**config.mk**
```make
export PLATFORM = sky130hd
export DESIGN_NAME = link_delay_queue
export DESIGN_NICKNAME = d
export VERILOG_FILES = /design/src/rtl/link_dq_pkg.sv /design/src/rtl/link_cfg_chain.sv /design/src/rtl/stamp_fifo.sv /design/src/rtl/release_gate.sv /design/src/rtl/link_delay_queue.sv
export SDC_FILE = /design/constraint.sdc
export NUM_CORES = 1
export LEC_CHECK = 0
export CORE_ASPECT_RATIO = 1.25
export CORE_UTILIZATION = 60
export CTS_BUF_LIST = sky130_fd_sc_hd__clkbuf_16
export CTS_CLUSTER_SIZE = 8
export DETAILED_ROUTE_END_ITERATION = 6
export PLACE_DENSITY = 0.78
export SLEW_MARGIN = 20
export SYNTH_ARGS = -nofsm -noshare
export SYNTH_HDL_FRONTEND = slang
export SYNTH_HIERARCHICAL = 1
export SYNTH_SLANG_ARGS = --single-unit
```
**constraint.sdc**
```tcl
create_clock -name clk -period 6.53 [get_ports clk]
set_clock_uncertainty 0.1 [all_clocks]
set_input_delay 0.653 -clock clk [delete_from_list [all_inputs] [get_ports clk]]
set_output_delay 0.653 -clock clk [all_outputs]
set_load 0.1 [all_outputs]
```
**src/rtl/link_dq_pkg.sv**
```systemverilog
// Shared constants and types for the timestamped link delay queue.
// Assumes the timestamp width is fixed at 10 bits across the simulator.
package link_dq_pkg;
    localparam int TS_W  = 10;
    localparam int BW_W  = 4;
    localparam int CFG_W = TS_W + BW_W;

    typedef logic [TS_W-1:0] stamp_t;

    // Decoded configuration fields held in the shift chain
    typedef struct packed {
        stamp_t          latency;
        logic [BW_W-1:0] bandwidth;
    } link_cfg_t;
endpackage

```
**src/rtl/link_cfg_chain.sv**
```systemverilog
// Serial configuration register for one link node.
// Shifts left by one bit per enabled clock, with cfg_din entering at bit 0.
// The fields are decoded straight from the register, so new values apply at once.
// Assumes the upstream driver sends the latency MSB first, then the bandwidth MSB first.
module link_cfg_chain
    import link_dq_pkg::*;
(
    input  logic      clk,
    input  logic      rst_n,
    input  logic      shift_en,
    input  logic      din,
    output logic      dout,
    output link_cfg_t cfg
);
    logic [CFG_W-1:0] chain_q;

    // Shift register: load the reset defaults, otherwise shift when enabled
    always_ff @(posedge clk) begin
        if (!rst_n)
            chain_q <= {{TS_W{1'b0}}, BW_W'(1)};
        else if (shift_en)
            chain_q <= {chain_q[CFG_W-2:0], din};
    end

    // Field decode and serial output
    always_comb begin
        cfg  = link_cfg_t'(chain_q);
        dout = chain_q[CFG_W-1];
    end

    assert_chain_hold_R7: assert property (@(posedge clk) disable iff (!rst_n)
        !shift_en |=> $stable(chain_q));
endmodule

```
**src/rtl/stamp_fifo.sv**
```systemverilog
// First-in, first-out store of descriptors paired with their ready stamps.
// The head entry is presented combinationally from the storage array.
// Assumes push is never asserted while full (the top gates it with in_ready).
module stamp_fifo
    import link_dq_pkg::*;
#(
    parameter int DESC_W = 36,
    parameter int DEPTH  = 8
) (
    input  logic              clk,
    input  logic              rst_n,
    input  logic              push,
    input  logic [DESC_W-1:0] push_desc,
    input  stamp_t            push_stamp,
    input  logic              pop,
    output logic [DESC_W-1:0] head_desc,
    output stamp_t            head_stamp,
    output logic              empty,
    output logic              full
);
    localparam int PTR_W = (DEPTH > 1) ? $clog2(DEPTH) : 1;
    localparam int CNT_W = $clog2(DEPTH + 1);

    logic [DESC_W-1:0] desc_mem  [DEPTH];
    stamp_t            stamp_mem [DEPTH];
    logic [PTR_W-1:0]  wr_ptr, rd_ptr;
    logic [CNT_W-1:0]  fill;

    // Storage write: only the addressed slot changes, on an accepted push
    always_ff @(posedge clk) begin
        if (push) begin
            desc_mem[wr_ptr]  <= push_desc;
            stamp_mem[wr_ptr] <= push_stamp;
        end
    end

    // Pointer and occupancy bookkeeping with wrap at DEPTH
    always_ff @(posedge clk) begin
        if (!rst_n) begin
            wr_ptr <= '0;
            rd_ptr <= '0;
            fill   <= '0;
        end else begin
            if (push)
                wr_ptr <= (wr_ptr == PTR_W'(DEPTH - 1)) ? '0 : wr_ptr + 1'b1;
            if (pop)
                rd_ptr <= (rd_ptr == PTR_W'(DEPTH - 1)) ? '0 : rd_ptr + 1'b1;
            case ({push, pop})
                2'b10:   fill <= fill + 1'b1;
                2'b01:   fill <= fill - 1'b1;
                default: fill <= fill;
            endcase
        end
    end

    // Head presentation and occupancy flags
    always_comb begin
        head_desc  = desc_mem[rd_ptr];
        head_stamp = stamp_mem[rd_ptr];
        empty      = (fill == '0);
        full       = (fill == CNT_W'(DEPTH));
    end

    assert_no_overflow_R6: assert property (@(posedge clk) disable iff (!rst_n)
        fill <= CNT_W'(DEPTH));
    assert_head_hold_R5: assert property (@(posedge clk) disable iff (!rst_n)
        (!pop && !empty) |=> ($stable(head_desc) && $stable(head_stamp)));
endmodule

```
**src/rtl/release_gate.sv**
```systemverilog
// Decides whether the queue head may leave in this fabric cycle.
// The head is due once the modular age (now - stamp) has its top bit clear.
// A release counter limits dequeues per simulated cycle and restarts on a time change.
// Assumes latency stays below half the stamp range.
module release_gate
    import link_dq_pkg::*;
(
    input  logic            clk,
    input  logic            rst_n,
    input  stamp_t          now,
    input  stamp_t          head_stamp,
    input  logic            head_present,
    input  logic [BW_W-1:0] bw_limit,
    input  logic            take,
    output logic            release_ok,
    output logic            pop
);
    stamp_t          last_now;
    logic [BW_W-1:0] sent_q;
    logic [BW_W-1:0] sent_eff;
    stamp_t          age;

    // Release decision from the stamp age and the bandwidth used so far
    always_comb begin
        sent_eff   = (now != last_now) ? '0 : sent_q;
        age        = now - head_stamp;
        release_ok = head_present && !age[TS_W-1] && (sent_eff < bw_limit);
        pop        = release_ok && take;
    end

    // Track the last seen time and the releases made within it
    always_ff @(posedge clk) begin
        if (!rst_n) begin
            last_now <= '0;
            sent_q   <= '0;
        end else begin
            last_now <= now;
            sent_q   <= sent_eff + BW_W'(pop);
        end
    end
endmodule

```
**src/rtl/link_delay_queue.sv**
```systemverilog
// One simulated network link: a descriptor queue whose head leaves only when
// global simulated time reaches the stamp, and at most `bandwidth` times per
// simulated cycle. Latency and bandwidth come from a serial configuration chain.
// Assumes sim_time advances monotonically modulo 1024 and latency < 512.
module link_delay_queue
    import link_dq_pkg::*;
#(
    parameter int DESC_W = 36,
    parameter int DEPTH  = 8
) (
    input  logic              clk,
    input  logic              rst_n,
    input  logic [TS_W-1:0]   sim_time,
    input  logic              in_valid,
    output logic              in_ready,
    input  logic [DESC_W-1:0] in_desc,
    output logic              out_valid,
    input  logic              out_ready,
    output logic [DESC_W-1:0] out_desc,
    input  logic              cfg_shift_en,
    input  logic              cfg_din,
    output logic              cfg_dout
);
    link_cfg_t cfg;
    logic      push, pop, empty, full;
    stamp_t    head_stamp;
    stamp_t    due_stamp;

    link_cfg_chain u_cfg (
        .clk      (clk),
        .rst_n    (rst_n),
        .shift_en (cfg_shift_en),
        .din      (cfg_din),
        .dout     (cfg_dout),
        .cfg      (cfg)
    );

    // Accept when space remains; stamp with arrival time plus latency
    always_comb begin
        in_ready  = !full;
        push      = in_valid && !full;
        due_stamp = sim_time + cfg.latency;
    end

    stamp_fifo #(.DESC_W(DESC_W), .DEPTH(DEPTH)) u_fifo (
        .clk        (clk),
        .rst_n      (rst_n),
        .push       (push),
        .push_desc  (in_desc),
        .push_stamp (due_stamp),
        .pop        (pop),
        .head_desc  (out_desc),
        .head_stamp (head_stamp),
        .empty      (empty),
        .full       (full)
    );

    release_gate u_gate (
        .clk          (clk),
        .rst_n        (rst_n),
        .now          (sim_time),
        .head_stamp   (head_stamp),
        .head_present (!empty),
        .bw_limit     (cfg.bandwidth),
        .take         (out_ready),
        .release_ok   (out_valid),
        .pop          (pop)
    );

    assert_valid_needs_entry_R8: assert property (@(posedge clk) disable iff (!rst_n)
        out_valid |-> !empty);
    assert_full_blocks_R6: assert property (@(posedge clk) disable iff (!rst_n)
        full |-> !in_ready);
    assert_zero_bw_R4: assert property (@(posedge clk) disable iff (!rst_n)
        (cfg.bandwidth == '0) |-> !out_valid);
endmodule

```
==> impl_results.md <==
- Max-Cap Viols: 0
- Initial antenna violation count: 1
- Max FO, Critical Path: 37
- Total number of vias: ~8000
- CTS resizes: 0
- Register area: about 12000 µm²
- Wire per inst: about 24 µm
- CP Class: reg -> out
- CTS tree: built
- Mapped Area: 16600 µm²
- Top Ports: between 90 and 100
- Core region area: about 27000 µm²
- WP data required: slightly below 6000 ps
- Via count of the first global-routing pass: 8629
- Post-synth EDFFs: ~370
- Routing usage on met1: 0.295
- H-tree lvl count: 2
- Arr. time, crit path: ~5000 ps
- First-pass GRT wire length: approximately 48 mm
- Min-delay worst type: reg -> reg
- Global route hottest layer: met2
- Peak VDD IR: about 0.24 mV
- CTS Buf Count: 57
- Post-synth ARST share: 0
- Filler cells: roughly 1600
- Row count: 67
- Worst slew pin tran: between 1000 and 1500 ps
- Gate count of the mapped netlist: 808
- Clk buf depth: 3
- Pwr Total: 0.00704 W
- Post-CTS setup buffer count: 0
- Multi-input logic area: around 4500 µm²
- Share of post-route cells with drive strength above 1: 0.182
- Register area share after synthesis: 0.714
- Drt total wl: between 30 and 40 mm
- Worst hold path startpoint: u_fifo/fill[3]
- Met3 Use GR: 0.0382
- Number of synthesized register bits: ~410
- Syn_nets: 890
- Via/cell ratio: between 6 and 7
- DRC Markers: 0
- Clk Latency, worst-skew pair: approximately 560 ps
- Crit share post-route: 0.866
- Largest net degree at the start of global routing: 58
- Status: complete, no violations
- Final ANT Viol Nets: 0
- Min cycle time layout: roughly 5700 ps
- Die Span Y: about 190 µm
- 1st-pass router iterations: 4
- Commonest cells after routing, fill and taps aside: edfxtp_1 (368), clkdlybuf4s50_1 (89), clkbuf_16 (58), mux4_1 (58), mux2_2 (47)
- Yosys Warn Count: 6
- Port Buf Inserts: 90
- Power Density: 363 nW/µm²
- RSZ-0062 raised after global routing: no
- Synthesized area per cell: between 20 and 25 µm²
- Setup TNS Final: 0 ps
- Final Hold Violating Endpoints: 0
- Initial Util: 0.616
- Clk root buf: clkbuf_16
- RD Place Congestion: 0.812
- Synth-to-Final Area Change: 16.8%
- Yosys cell types: 51
- Setup crit end kind: output pin
- Die area: about 28000 µm²
- Met2 usage: 0.406
- Worst slew margin: 0.295
- CTS Sinks: ~410
- Primary FF master, synth: edfxtp_1
- Die width: about 150 µm
- Grt ovf: 0
- LEAKAGE: around 6.6 nW
- Fmax: approximately 0.18 GHz
- Slew Limit Fails: 0
- Commonest non-fill, non-tap cell in the layout: edfxtp_1
- 1st-iter DRT viols: 600
- Final #Nets: 1018
- DP Wirelength: approximately 17 mm
- Hold buffers post-CTS: 0
- GRT Resource Usage Total: 0.233
- CP Launch Type: register
- Clk slew on worst S/H paths: approximately 50 ps
- # setup viols final: 0
==> power by group <==
group,internal [W],switching (W)
logic,0.000516,0.000916
clock network,0.00156,0.000982
registers,0.00298,0.0000853
total,0.00506,0.00198
==> area by class of cell <==
type	count	area share
antenna	2	0.000258
clock buffer	58	0.0748
multi-input combinational	343	0.229
timing repair buffer	102	0.0508
inverter	23	0.00445
tap	345	0.0222
clock inverter	23	0.00619
sequential	409	0.612
==> metal layers <==
layer	vias to the layer above	wire (µm)
li1	3556	-
met2	269	16800
met1	4154	12700
met3	65	1570
met4	0	795
met5	-	0
==> worst paths after layout <==
path / end / slack [ps] / cells past startpoint
worst min-delay path: u_fifo/fill[3] / 400 / 2
worst max-delay path: out_valid / 880 / 9
worst min register to register: u_fifo/fill[3] / 400 / 2
worst max register to register: u_fifo/fill[2] / 1520 / 15
==> flip-flops by register name, summed over array words and instances (netlist names), named ones only <==
signal and flops:
u_fifo/desc_mem 288, u_fifo/stamp_mem 80, u_cfg/cfg 14, u_gate/last_now 10, u_fifo/fill 4, u_gate/sent_q 4, u_fifo/rd_ptr 3, u_fifo/wr_ptr 3
==> stage by stage <==
step | setup slack, ps | utilization | area [µm²] | cells | hold slack, ps
floorplan | 1650 | - | 16600 | 808 | 351
global placement | 1470 | 0.661 | 17800 | 1222 | 363
detailed placement | 1330 | 0.661 | 17800 | 1222 | 390
CTS | 858 | 0.719 | 19400 | 1303 | 397
global route | 699 | 0.719 | 19400 | 1304 | 439
finish | 875 | 0.719 | 19400 | 1305 | 399
==> cells by family (layout without fill, tap and decap cells) <==
logic type,after synthesis,count (layout),synth area share
multiplexers,158,158,0.181
buffers and inverters,56,206,0.0209
AND/OR/NAND/NOR,96,96,0.0335
other,0,2,0
adder cells (fa/ha/maj),30,30,0.0230
flip-flops,409,409,0.714
AO/OA/AOI/OAI,34,34,0.0139
XOR/XNOR,25,25,0.0132
==> worst max-delay path, cell delays in order (launching register included) <==
cell and delay, ps:
dfxtp_4 750, buf_4 650, mux4_1 640, mux2_2 300, nor2b_1 130, o21ai_0 210, a21oi_1 120, a21oi_1 180
and3b_1 190, clkdlybuf4s50_1 1140
==> cell usage after synthesis, types with 2 or more instances <==
cell	number	area, µm²
and3_2	2	15.0
and2_2	3	22.5
buf_2	2	10.0
a21o_1	3	22.5
buf_12	3	60.1
a31oi_1	2	12.5
o22ai_1	2	12.5
mux4_1	58	1520
nand3_1	7	35.0
and2_1	16	100
ha_1	29	363
xor2_1	16	140
mux2i_1	19	190
buf_8	6	90.1
edfxtp_1	368	11100
nor3_1	5	25.0
nand2b_1	6	37.5
a21oi_1	11	55.1
mux4_2	34	766
buf_1	9	33.8
nand2_1	11	41.3
o21ai_0	3	15.0
o211ai_1	3	22.5
xnor2_1	9	78.8
buf_6	2	22.5
nor2b_1	23	144
nor4b_1	2	17.5
dfxtp_1	41	821
clkbuf_1	10	37.5
mux2_2	47	529
inv_1	23	86.3
nor2_1	13	48.8
nor4_2	2	25.0
No activity file was read; power rests on OpenSTA's default activity.
